## config.mk

```make
export PLATFORM = sky130hd
export DESIGN_NAME = i2c_addr_match
export DESIGN_NICKNAME = d
export VERILOG_FILES = /design/src/rtl/i2c_am_pkg.sv /design/src/rtl/i2c_am_cfg.sv /design/src/rtl/i2c_am_decode.sv /design/src/rtl/i2c_am_seq.sv /design/src/rtl/i2c_addr_match.sv
export SDC_FILE = /design/constraint.sdc
export NUM_CORES = 1
export LEC_CHECK = 0
export BUFFER_PORTS_ARGS = -buffer_cell sky130_fd_sc_hd__buf_2
export CORE_ASPECT_RATIO = 0.6
export CORE_MARGIN = 4
export CORE_UTILIZATION = 56
export DETAILED_ROUTE_END_ITERATION = 10
export GPL_TIMING_DRIVEN = 0
export PLACE_DENSITY = 0.85
export SLEW_MARGIN = 20
export SYNTH_ARGS = -nofsm -noshare
export SYNTH_HDL_FRONTEND = slang
export SYNTH_SLANG_ARGS = --single-unit
export TNS_END_PERCENT = 5
```

## constraint.sdc

```tcl
create_clock -name clk -period 4.1 [get_ports clk]
set_input_delay 0.82 -clock clk [delete_from_list [all_inputs] [get_ports clk]]
set_output_delay 0.82 -clock clk [all_outputs]
set_load 0.02 [all_outputs]
```

## src/rtl/i2c_am_pkg.sv

```systemverilog
package i2c_am_pkg;
   typedef enum logic [1:0] {
      AM_IDLE   = 2'd0,
      AM_FIRST  = 2'd1,
      AM_SECOND = 2'd2,
      AM_DONE   = 2'd3
   } am_state_e;

   localparam logic [4:0] AM_HDR10 = 5'b11110;
   localparam int         AM_HDR_W = 5;
endpackage

```

## src/rtl/i2c_am_cfg.sv

```systemverilog
module i2c_am_cfg #(
   parameter int PRI_W  = 10,
   parameter int SEC_W  = 7,
   parameter int MASK_W = 3
) (
   input  logic              clk,
   input  logic              rst_n,
   input  logic              pri_wr,
   input  logic [PRI_W-1:0]  pri_addr_wdata,
   input  logic              pri_ten_wdata,
   input  logic              pri_en,
   input  logic              sec_wr,
   input  logic [SEC_W-1:0]  sec_addr_wdata,
   input  logic [MASK_W-1:0] sec_mask_wdata,
   input  logic              sec_en,
   output logic [PRI_W-1:0]  pri_addr_q,
   output logic              pri_ten_q,
   output logic [SEC_W-1:0]  sec_addr_q,
   output logic [MASK_W-1:0] sec_mask_q
);
   always_ff @(posedge clk or negedge rst_n) begin
      if (!rst_n) begin
         pri_addr_q <= '0;
         pri_ten_q  <= 1'b0;
      end else if (pri_wr && !pri_en) begin
         pri_addr_q <= pri_addr_wdata;
         pri_ten_q  <= pri_ten_wdata;
      end
   end

   always_ff @(posedge clk or negedge rst_n) begin
      if (!rst_n) begin
         sec_addr_q <= '0;
         sec_mask_q <= '0;
      end else if (sec_wr && !sec_en) begin
         sec_addr_q <= sec_addr_wdata;
         sec_mask_q <= sec_mask_wdata;
      end
   end

   // enabled addresses keep their configuration
   p_pri_hold_r8: assert property (@(posedge clk) disable iff (!rst_n)
      pri_en |=> $stable(pri_addr_q) && $stable(pri_ten_q));
   p_sec_hold_r8: assert property (@(posedge clk) disable iff (!rst_n)
      sec_en |=> $stable(sec_addr_q) && $stable(sec_mask_q));
endmodule

```

## src/rtl/i2c_am_decode.sv

```systemverilog
module i2c_am_decode
   import i2c_am_pkg::*;
#(
   parameter int PRI_W     = 10,
   parameter int SEC_W     = 7,
   parameter int MASK_W    = 3,
   parameter bit RSV_CHECK = 1'b1
) (
   input  logic [PRI_W-1:0]  pri_addr_q,
   input  logic              pri_ten_q,
   input  logic              pri_en,
   input  logic [SEC_W-1:0]  sec_addr_q,
   input  logic [MASK_W-1:0] sec_mask_q,
   input  logic              sec_en,
   input  logic              gcall_en,
   input  logic [7:0]        byte_in,
   output logic              hit7,
   output logic              hdr_hit,
   output logic              lo_hit
);
   localparam int HI_W = PRI_W - 8;

   logic [SEC_W-1:0] a7;
   logic [SEC_W-1:0] keep;
   logic             pri7_hit, sec_hit, gc_hit, rsv;

   assign a7 = byte_in[7:1];

   for (genvar i = 0; i < SEC_W; i++) begin : g_keep
      assign keep[i] = (int'(sec_mask_q) <= i);
   end

   if (RSV_CHECK) begin : g_rsv
      assign rsv = (sec_mask_q != '0) &&
                   ((a7[SEC_W-1 -: 4] == 4'b0000) || (a7[SEC_W-1 -: 4] == 4'b1111));
   end else begin : g_norsv
      assign rsv = 1'b0;
   end

   assign pri7_hit = pri_en && !pri_ten_q && (a7 == pri_addr_q[7:1]);
   assign sec_hit  = sec_en && ((a7 & keep) == (sec_addr_q & keep)) && !rsv;
   assign gc_hit   = gcall_en && (byte_in == 8'h00);
   assign hit7     = pri7_hit || sec_hit || gc_hit;

   assign hdr_hit  = pri_en && pri_ten_q &&
                     (byte_in[7:3] == AM_HDR10) &&
                     (byte_in[2:1] == pri_addr_q[PRI_W-1 -: HI_W]);
   assign lo_hit   = (byte_in == pri_addr_q[7:0]);

   // secondary never accepts a reserved address with a nonzero mask
   always_comb begin
      if (RSV_CHECK && sec_hit && (sec_mask_q != '0))
         p_rsv_reject_r3: assert (a7[SEC_W-1 -: 4] != 4'b0000 && a7[SEC_W-1 -: 4] != 4'b1111);
   end
endmodule

```

## src/rtl/i2c_am_seq.sv

```systemverilog
module i2c_am_seq
   import i2c_am_pkg::*;
#(
   parameter int PRI_W = 10,
   parameter int SEC_W = 7
) (
   input  logic              clk,
   input  logic              rst_n,
   input  logic              blk_en,
   input  logic              bus_start,
   input  logic              addr_vld,
   input  logic [7:0]        addr_byte,
   input  logic              match_clr,
   input  logic              mreq_set,
   input  logic              hit7,
   input  logic              hdr_hit,
   input  logic              lo_hit,
   input  logic [1:0]        pri_hi,
   output logic              ack_o,
   output logic              match_o,
   output logic              dir_o,
   output logic [SEC_W-1:0]  code_o,
   output logic              mreq_pend_o
);
   am_state_e        st_q, st_d;
   logic             ack_d, ten_ok_q, ten_ok_d;
   logic             take, take_dir;
   logic [SEC_W-1:0] take_code, hdr_code;

   assign hdr_code = {AM_HDR10, pri_hi};

   always_comb begin
      st_d      = st_q;
      ack_d     = ack_o;
      ten_ok_d  = ten_ok_q;
      take      = 1'b0;
      take_dir  = 1'b0;
      take_code = '0;
      if (bus_start) begin
         st_d  = AM_FIRST;
         ack_d = 1'b0;
      end else if (addr_vld) begin
         case (st_q)
            AM_FIRST: begin
               st_d = AM_DONE;
               if (hdr_hit && !addr_byte[0]) begin
                  st_d  = AM_SECOND;
                  ack_d = 1'b1;
               end else if (hdr_hit && ten_ok_q) begin
                  ack_d     = 1'b1;
                  take      = 1'b1;
                  take_dir  = 1'b1;
                  take_code = hdr_code;
               end else if (!hdr_hit && hit7) begin
                  ack_d     = 1'b1;
                  ten_ok_d  = 1'b0;
                  take      = 1'b1;
                  take_dir  = addr_byte[0];
                  take_code = addr_byte[7:1];
               end else begin
                  ack_d    = 1'b0;
                  ten_ok_d = 1'b0;
               end
            end
            AM_SECOND: begin
               st_d = AM_DONE;
               if (lo_hit) begin
                  ack_d     = 1'b1;
                  ten_ok_d  = 1'b1;
                  take      = 1'b1;
                  take_code = hdr_code;
               end else begin
                  ack_d    = 1'b0;
                  ten_ok_d = 1'b0;
               end
            end
            default: ;
         endcase
      end
   end

   always_ff @(posedge clk or negedge rst_n) begin
      if (!rst_n) begin
         st_q        <= AM_IDLE;
         ack_o       <= 1'b0;
         ten_ok_q    <= 1'b0;
         match_o     <= 1'b0;
         dir_o       <= 1'b0;
         code_o      <= '0;
         mreq_pend_o <= 1'b0;
      end else if (!blk_en) begin
         st_q        <= AM_IDLE;
         ack_o       <= 1'b0;
         ten_ok_q    <= 1'b0;
         match_o     <= 1'b0;
         dir_o       <= 1'b0;
         code_o      <= '0;
         mreq_pend_o <= 1'b0;
      end else begin
         st_q     <= st_d;
         ack_o    <= ack_d;
         ten_ok_q <= ten_ok_d;
         if (take) begin
            match_o <= 1'b1;
            dir_o   <= take_dir;
            code_o  <= take_code;
         end else if (match_clr) begin
            match_o <= 1'b0;
         end
         if (mreq_set)       mreq_pend_o <= 1'b1;
         else if (match_clr) mreq_pend_o <= 1'b0;
      end
   end

   // ack tracks strobes and starts only
   p_ack_start_r9: assert property (@(posedge clk) disable iff (!rst_n)
      bus_start |=> !ack_o);
   p_ack_quiet_r9: assert property (@(posedge clk) disable iff (!rst_n)
      blk_en && !bus_start && !addr_vld |=> $stable(ack_o));
   // sticky flag and clear
   p_flag_sticky_r10: assert property (@(posedge clk) disable iff (!rst_n)
      blk_en && match_o && !match_clr |=> match_o);
   p_clear_r10: assert property (@(posedge clk) disable iff (!rst_n)
      match_clr && !addr_vld && !mreq_set |=> !match_o && !mreq_pend_o);
   // the flag only rises on an address strobe
   p_flag_rise_r1: assert property (@(posedge clk) disable iff (!rst_n)
      $rose(match_o) |-> $past(addr_vld));
   // disabled block holds no match state
   p_disable_r11: assert property (@(posedge clk) disable iff (!rst_n)
      !blk_en |=> !ack_o && !match_o && !mreq_pend_o && code_o == '0);
endmodule

```

## src/rtl/i2c_addr_match.sv

```systemverilog
module i2c_addr_match #(
   parameter int PRI_W     = 10,
   parameter int SEC_W     = 7,
   parameter int MASK_W    = 3,
   parameter bit RSV_CHECK = 1'b1
) (
   input  logic              clk,
   input  logic              rst_n,
   input  logic              blk_en,
   input  logic              pri_wr,
   input  logic [PRI_W-1:0]  pri_addr_wdata,
   input  logic              pri_ten_wdata,
   input  logic              pri_en,
   input  logic              sec_wr,
   input  logic [SEC_W-1:0]  sec_addr_wdata,
   input  logic [MASK_W-1:0] sec_mask_wdata,
   input  logic              sec_en,
   input  logic              gcall_en,
   input  logic              bus_start,
   input  logic              addr_vld,
   input  logic [7:0]        addr_byte,
   input  logic              match_clr,
   input  logic              mreq_set,
   output logic              ack_o,
   output logic              match_o,
   output logic              dir_o,
   output logic [SEC_W-1:0]  code_o,
   output logic              mreq_pend_o
);
   localparam int HI_W = PRI_W - 8;

   if (PRI_W != 10) begin : g_chk_pri
      $error("i2c_addr_match: PRI_W must be 10");
   end
   if (SEC_W != 7) begin : g_chk_sec
      $error("i2c_addr_match: SEC_W must be 7");
   end
   if ((1 << MASK_W) > SEC_W + 1) begin : g_chk_mask
      $error("i2c_addr_match: MASK_W too wide for SEC_W");
   end

   logic [PRI_W-1:0]  pri_addr_q;
   logic              pri_ten_q;
   logic [SEC_W-1:0]  sec_addr_q;
   logic [MASK_W-1:0] sec_mask_q;
   logic              hit7, hdr_hit, lo_hit;

   i2c_am_cfg #(.PRI_W(PRI_W), .SEC_W(SEC_W), .MASK_W(MASK_W)) u_cfg (
      .clk(clk), .rst_n(rst_n),
      .pri_wr(pri_wr), .pri_addr_wdata(pri_addr_wdata), .pri_ten_wdata(pri_ten_wdata),
      .pri_en(pri_en),
      .sec_wr(sec_wr), .sec_addr_wdata(sec_addr_wdata), .sec_mask_wdata(sec_mask_wdata),
      .sec_en(sec_en),
      .pri_addr_q(pri_addr_q), .pri_ten_q(pri_ten_q),
      .sec_addr_q(sec_addr_q), .sec_mask_q(sec_mask_q)
   );

   i2c_am_decode #(.PRI_W(PRI_W), .SEC_W(SEC_W), .MASK_W(MASK_W),
                   .RSV_CHECK(RSV_CHECK)) u_dec (
      .pri_addr_q(pri_addr_q), .pri_ten_q(pri_ten_q), .pri_en(pri_en),
      .sec_addr_q(sec_addr_q), .sec_mask_q(sec_mask_q), .sec_en(sec_en),
      .gcall_en(gcall_en), .byte_in(addr_byte),
      .hit7(hit7), .hdr_hit(hdr_hit), .lo_hit(lo_hit)
   );

   i2c_am_seq #(.PRI_W(PRI_W), .SEC_W(SEC_W)) u_seq (
      .clk(clk), .rst_n(rst_n), .blk_en(blk_en),
      .bus_start(bus_start), .addr_vld(addr_vld), .addr_byte(addr_byte),
      .match_clr(match_clr), .mreq_set(mreq_set),
      .hit7(hit7), .hdr_hit(hdr_hit), .lo_hit(lo_hit),
      .pri_hi(pri_addr_q[PRI_W-1 -: HI_W]),
      .ack_o(ack_o), .match_o(match_o), .dir_o(dir_o), .code_o(code_o),
      .mreq_pend_o(mreq_pend_o)
   );
endmodule

```

==> metrics.md, run 1 <==
| Metric | Value |
|---|---|
| Post-synth EDFFs | `0` |
| Detailed-route DRC error count | `0` |
| Reg-to-Reg Start | `u_seq.st_q[0]` |
| Max Freq | `between 300 and 400 MHz` |
| Ys async rst share | `100.0%` |
| CTS Buffer Depth | `2` |
| Root Driver | `clkbuf_8` |
| Top Ports | `52` |
| CP required | `4230 ps` |
| Worst-Margin Slew | `1079 ps` |
| Share of layout cells above drive strength 1 | `between 30% and 40%` |
| Final Hold Vio Count | `0` |
| DRT antenna net count | `0` |
| Worst path max stage delay | `a little under 900 ps` |
| Core footprint | `roughly 3300 um2` |
| Critical path buffer and inverter count | `2` |
| Clock Latency Late Sink | `approximately 280 ps` |
| Critical Path, Cell by Cell | `buf_2 > xnor2_1 > nand4_1 > nor3_1 > inv_1 > a21boi_0 > o211ai_1` |
| Relative slew slack | `~28%` |
| Cells after Synth | `around 180` |
| Slowest CP cell | `nor3_1` |
| Sequential area share after synthesis | `roughly 45%` |
| Pwr/cell area | `366.4 nW/um2` |
| Overflow left after global routing | `0` |
| Effective utilization at floorplan | `59.20%` |
| Die area | `~4500 um2` |
| Min-delay src | `u_seq.code_o[3]` |
| Outcome | `complete, no violations` |
| GPL Wtd Cong | `0.8532` |
| Initial antenna violation count | `0` |
| Via count | `1612` |
| Fin area | `2375 um2` |
| Cell Area, Synth | `1956 um2` |
| Critical path arrival | `3090 ps` |
| Die H | `between 50 and 60 um` |
| Largest net degree at the start of global routing | `36` |
| Synth Warn # | `0` |
| Syn_nets | `between 200 and 250` |
| First-pass GRT wire length | `around 7300 um` |
| First-pass DRT Iterations | `4` |
| Worst-path clk slew | `approximately 70 ps` |
| Critical Path Start Type | `input port` |
| Ant diodes | `0` |
| Tightest Hold Check Type | `flop to flop` |
| Critical path launch point | `addr_byte[5]` |
| Critical Path Sink Type | `flop` |
| Final Max Tran Viols | `0` |
| Vias in the first global route | `1501` |
| Worst Path Class, Setup | `input port to flop` |
| Tcrit/Tclk final | `just over 70%` |
| Number of CTS-inserted buffers | `5` |
| Cts hold-fix bufs | `0` |
| H-tree levels | `2` |
| FILL cells | `about 260` |
| Final #Nets | `282` |
| Gr usage total | `a little over a fifth` |
| WL/cell | `roughly 16 um` |
| Post-CTS Setup Repair Bufs | `0` |
| CTS tree | `built` |
| Die Span X | `84.29 um` |
| Final setup violation count | `0` |
| P_leak | `1.066 nW` |
| Vias per std cell | `between 5 and 6` |
| IO buf count | `50` |
| Critical path peak fanout | `9` |
| Netlist cell types | `53` |
| # clock sinks | `35` |
| Placed Area | `roughly 2300 um2` |
| Clk_skew | `3.944 ps` |
| Tmin final | `about 3000 ps` |
| Area of the multi-input gates | `approximately 1000 um2` |
| Initial DRC count | `between 90 and 100` |
| Syn Area/Cell | `between 10 and 15 um2` |
| Seq cells post-synth | `35` |
| CTS resizes | `0` |
| Max VDD drop | `between 0.2 and 0.3 mV` |
| Routed WL | `4538 um` |
| Max cap viols | `0` |
| Unrepaired setup endpoints after global routing | `no` |
| Area growth syn-to-layout | `21.43%` |
| FP Rows | `16` |
| Top FF cell, synth | `dfrtp_1` |
| Register area | `between 800 and 900 um2` |
| Post-Route Setup TNS | `0 ps` |
| Delay-heaviest family, CP | `simple AND/OR/NAND/NOR gates` |
| Final HPWL DP | `3471 um` |
==> cells in the mapped netlist, drive strengths merged (3+ instances only) <==
| library cell | instances | area share, % |
|---|---|---|
| a211oi | 3 | 1.7 |
| a21oi | 7 | 1.8 |
| and2 | 3 | 1.0 |
| buf | 4 | 1.7 |
| clkbuf | 3 | 0.64 |
| dfrtp | 35 | 45 |
| inv | 9 | 1.7 |
| mux2 | 21 | 12 |
| nand2 | 8 | 1.7 |
| nand3 | 6 | 1.5 |
| nand4 | 3 | 0.96 |
| nor2 | 12 | 3.1 |
| nor2b | 3 | 0.96 |
| nor3 | 6 | 1.5 |
| o21ai | 8 | 2.0 |
| xnor2 | 15 | 6.7 |
==> per-stage QoR <==
step                      setup slack [ps]  instances  total power, mW  hold slack [ps]  utilization [%]
after floorplan                       1478        182           0.5100            502.1                -
after global placement                1071        277           0.5605            496.1            68.48
after detailed placement             949.6        277           0.5683            505.6            68.48
after CTS                             1245        285           0.8741            516.6            71.89
after global routing                  1089        285           0.9092            537.6            71.89
final                                 1137        285           0.8702            511.4            71.89
==> power by group <==
group / switching [mW] / leakage, nW / internal [mW] / total, mW
combinational: 0.0711 / 0.570 / 0.0828 / 0.154
sequential: 0.0309 / 0.439 / 0.379 / 0.410
clock: 0.126 / 0.0581 / 0.181 / 0.307
total: 0.228 / 1.07 / 0.642 / 0.870
==> path summary, 6_finish.rpt <==
path                                        end  slack, ps  cells after the start
worst max-delay path            u_seq.code_o[0]       1140                      7
worst min-delay path            u_seq.code_o[3]        510                      2
worst max register to register  u_seq.code_o[0]       1390                      7
worst min register to register  u_seq.code_o[3]        510                      2
max in group asynchronous       u_seq.code_o[5]       3010                      1
min in group asynchronous       u_seq.code_o[0]        610                      1
==> area by class of cell <==
| class | instances | share of cell area (%) |
|---|---|---|
| multi-input combinational | 131 | 42.10 |
| sequential | 35 | 36.88 |
| timing repair buffer | 50 | 10.54 |
| clock buffer | 5 | 2.898 |
| tap | 45 | 2.371 |
| buffer | 7 | 1.949 |
| clock inverter | 3 | 1.844 |
| inverter | 9 | 1.423 |
==> cell families after synthesis <==
group / share of synthesized area, %
adder cells (fa/ha/maj): 1.279
multiplexers: 12.60
flip-flops: 44.79
AND/OR/NAND/NOR: 16.06
XOR/XNOR: 7.614
buffers and inverters: 4.094
AO/OA/AOI/OAI: 13.56
==> worst register-to-register path, delay by kind of cell (launching register included) <==
family / cells / cell delay, ps
DFF: 1 / 390
AOI/OAI and AO/OA: 2 / 650
and+or+nand+nor: 2 / 890
buffers and inverters: 2 / 380
adders and majority gates: 1 / 260
==> layout by cell type (no fill, tap or decap), types with 3 or more instances in the layout <==
cell and instances:
inv_1 9, nand3_1 6, nor2_1 11, mux2_2 21, xnor2_1 15, nand4_1 3
a21oi_1 7, clkbuf_8 5, buf_2 50, nor3_1 6, o21ai_0 7, nand2_1 7
nor2b_1 3, dfrtp_1 35
==> registers in the layout, summed over array words and instances (netlist names) <==
| register | count |
|---|---|
| u_seq.ten_ok_q | 1 |
| u_seq.st_q | 2 |
| u_seq.match_o | 1 |
| u_seq.dir_o | 1 |
| u_seq.mreq_pend_o | 1 |
| u_cfg.sec_mask_q | 3 |
| u_cfg.pri_ten_q | 1 |
| u_seq.ack_o | 1 |
| u_cfg.pri_addr_q | 10 |
| u_cfg.sec_addr_q | 7 |
| u_seq.code_o | 7 |
==> layer usage <==
metal,up-vias,share of wire (%),global-route usage (%)
met5,-,0,0
met4,0,0.42,4.813
met3,6,7.1,6.422
met2,67,44,31.81
met1,768,48,30.07
li1,771,-,-
(Power assumes the default switching activity.)
==> run 2: changes to the inputs <==
Settings changed: CORE_UTILIZATION 56 to 52, PLACE_DENSITY 0.85 to 0.8.
Clock period 4.1 ns to 3.1 ns, I/O delays scaled along.
==> run 2 against run 1 <==
  * Flip-flop and latch count did not move
  * Non-clock buffer count unchanged
  * Final cell count fell by 0.35%
  * Combinational power increased by 31%
  * Clock skew is essentially flat
  * Global-route usage is 0.37 points lower
  * Sequential share of layout area up 0.16 points
  * Count of clock-buffer cells in the layout increased by 1
  * Critical path depth unchanged
  * Largest power group unchanged
==> metrics.md, run 2 (synthesis results as in run 1) <==
| Metric | Value |
|---|---|
| Outcome | `complete, no violations` |
| Relative slew slack | `34.98% (+7.4 points)` |
| Placed Area | `2262 um2 (unchanged)` |
| Worst Path Class, Setup | `input port to flop` |
| Critical Path, Cell by Cell | `buf_2 > xnor2_1 > nand4_1 > nor3_1 > inv_1 > a21boi_0 > o21ai_0` |
| Initial antenna violation count | `0 (unchanged)` |
| Overflow left after global routing | `0 (unchanged)` |
| CP required | `3240 ps (-990 ps)` |
| First-pass DRT Iterations | `4 (unchanged)` |
| Gr usage total | `20.72% (-0.37 points)` |
| CTS resizes | `0 (unchanged)` |
| Post-CTS Setup Repair Bufs | `0 (unchanged)` |
| Max Freq | `374.1 MHz` |
| Fin area | `2365 um2 (-0.42%)` |
| Delay-heaviest family, CP | `simple AND/OR/NAND/NOR gates` |
| Post-Route Setup TNS | `0 ps (unchanged)` |
| Die Span X | `87.17 um (+3.4%)` |
| H-tree levels | `2 (unchanged)` |
| Routed WL | `4490 um (-1.1%)` |
| Critical path buffer and inverter count | `2 (unchanged)` |
| Final #Nets | `282 (unchanged)` |
| # clock sinks | `35 (unchanged)` |
| Die area | `4838 um2 (+6.7%)` |
| Ant diodes | `0 (unchanged)` |
| Max VDD drop | `0.3661 mV (+36%)` |
| Critical Path Start Type | `input port` |
| Final setup violation count | `0 (unchanged)` |
| Critical Path Sink Type | `flop` |
| Detailed-route DRC error count | `0 (unchanged)` |
| Slowest CP cell | `nor3_1` |
| Via count | `1590 (-1.4%)` |
| Number of CTS-inserted buffers | `5 (unchanged)` |
| Largest regs | `u_cfg.pri_addr_q: 10 flops, u_cfg.sec_addr_q: 7 flops, u_seq.code_o: 7 flops` |
| Tmin final | `2673 ps` |
| CTS Buffer Depth | `2 (unchanged)` |
| WL/cell | `15.81 um (-0.71%)` |
| Critical path arrival | `2810 ps (-280 ps)` |
| Largest net degree at the start of global routing | `36 (unchanged)` |
| Register with the most flip-flops | `u_cfg.pri_addr_q` |
| Worst-path clk slew | `60 ps (about the same)` |
| GPL Wtd Cong | `0.8612 (+0.94%)` |
| Worst path max stage delay | `800 ps (-80 ps)` |
| Final Hold Vio Count | `0 (unchanged)` |
| R2R setup slack | `500 ps (-890 ps)` |
| FP Rows | `16 (unchanged)` |
| Tightest Hold Check Type | `input port to asynchronous set/reset pin` |
| Final HPWL DP | `3463 um (-0.23%)` |
| Critical path peak fanout | `9 (unchanged)` |
| Unrepaired setup endpoints after global routing | `no` |
| Area growth syn-to-layout | `20.92%` |
| CTS tree | `built` |
| Top Ports | `52 (unchanged)` |
| DRT antenna net count | `0 (unchanged)` |
| Share of layout cells above drive strength 1 | `38.91% (-0.67 points)` |
| Root Driver | `clkbuf_8` |
| Pwr/cell area | `480.5 nW/um2 (+31%)` |
| Clk_skew | `4.206 ps (+0.2617 ps)` |
| IO buf count | `50 (unchanged)` |
| Die H | `55.50 um (+3.2%)` |
| Most frequent cells in the layout | `buf_2 (50), dfrtp_1 (35), mux2_2 (21), xnor2_1 (15), nor2_1 (11)` |
| Clock Latency Late Sink | `290 ps (about the same)` |
| Max reg flops | `10 (unchanged)` |
| Cts hold-fix bufs | `0 (unchanged)` |
| Fin Hold WS | `399.4 ps (-112.0 ps)` |
| Worst-Margin Slew | `967.8 ps (-110.7 ps)` |
| Tcrit/Tclk final | `between 80% and 90%` |
| Final Max Tran Viols | `0 (unchanged)` |
| First-pass GRT wire length | `7803 um (+6.9%)` |
| Most common cell after layout, fill and taps aside | `buf_2` |
| Vias per std cell | `5.599 (-1.0%)` |
| P_leak | `1.060 nW (-0.64%)` |
| Initial DRC count | `101 (+4.1%)` |
| Core footprint | `3423 um2 (+3.6%)` |
| Max cap viols | `0 (unchanged)` |
| Vias in the first global route | `1601 (+6.7%)` |
| Effective utilization at floorplan | `57.13% (-2.1 points)` |
==> run 2: changes by cell type in the layout (fill, tap and decap cells not counted), sizes merged <==
cell,previous run,this run
clkbuf,8,9
clkinv,2,0
==> run 2: per-layer routing <==
layer	track usage (%)	vias to the layer above	routed length [um]
met3	6.686	8	351
met4	6.565	0	63
met5	0	-	0
met1	30.53	752	2204
li1	-	772	-
met2	28.43	58	1871
==> run 2: final timing paths <==
| path | depth (start not counted) | start | endpoint |
|---|---|---|---|
| hold reg to reg | 2 | u_seq.code_o[6] | u_seq.code_o[6] |
| min in group clk | 2 | u_seq.code_o[6] | u_seq.code_o[6] |
| setup / recovery | 7 | addr_byte[4] | u_seq.code_o[2] |
| hold / removal | 1 | rst_n | u_seq.code_o[2] |
| setup reg to reg | 6 | u_cfg.pri_addr_q[4] | u_seq.code_o[2] |
| max in group asynchronous | 1 | rst_n | u_cfg.sec_addr_q[6] |
==> run 2: layout make-up <==
type	count	area [um2]
clock inverters	1	30.03
inverters	9	33.78
multi-input cells	131	999.7
plain buffers	7	46.29
flip-flops and latches	35	875.8
well taps	45	56.30
repair buffers	50	250.2
clock buffers	6	72.57
fillers	278	1059
==> run 2: report_power, final <==
group | switching (mW) | leakage [nW] | internal, mW
Combinational | 0.0927 | 0.570 | 0.109
Sequential | 0.0402 | 0.439 | 0.501
Clock | 0.157 | 0.0513 | 0.235
==> run 2: metrics by stage <==
step           utilization, %  worst slack [ps]  total power, mW  std cells
2_1_floorplan               -             677.6           0.6746        182
3_3_place_gp            66.08             213.8           0.7423        277
3_5_place_dp            66.08             214.8           0.7501        277
4_1_cts                 69.08             515.3            1.146        284
5_1_grt                 69.08             311.8            1.197        284
6_report                69.08             427.0            1.136        284
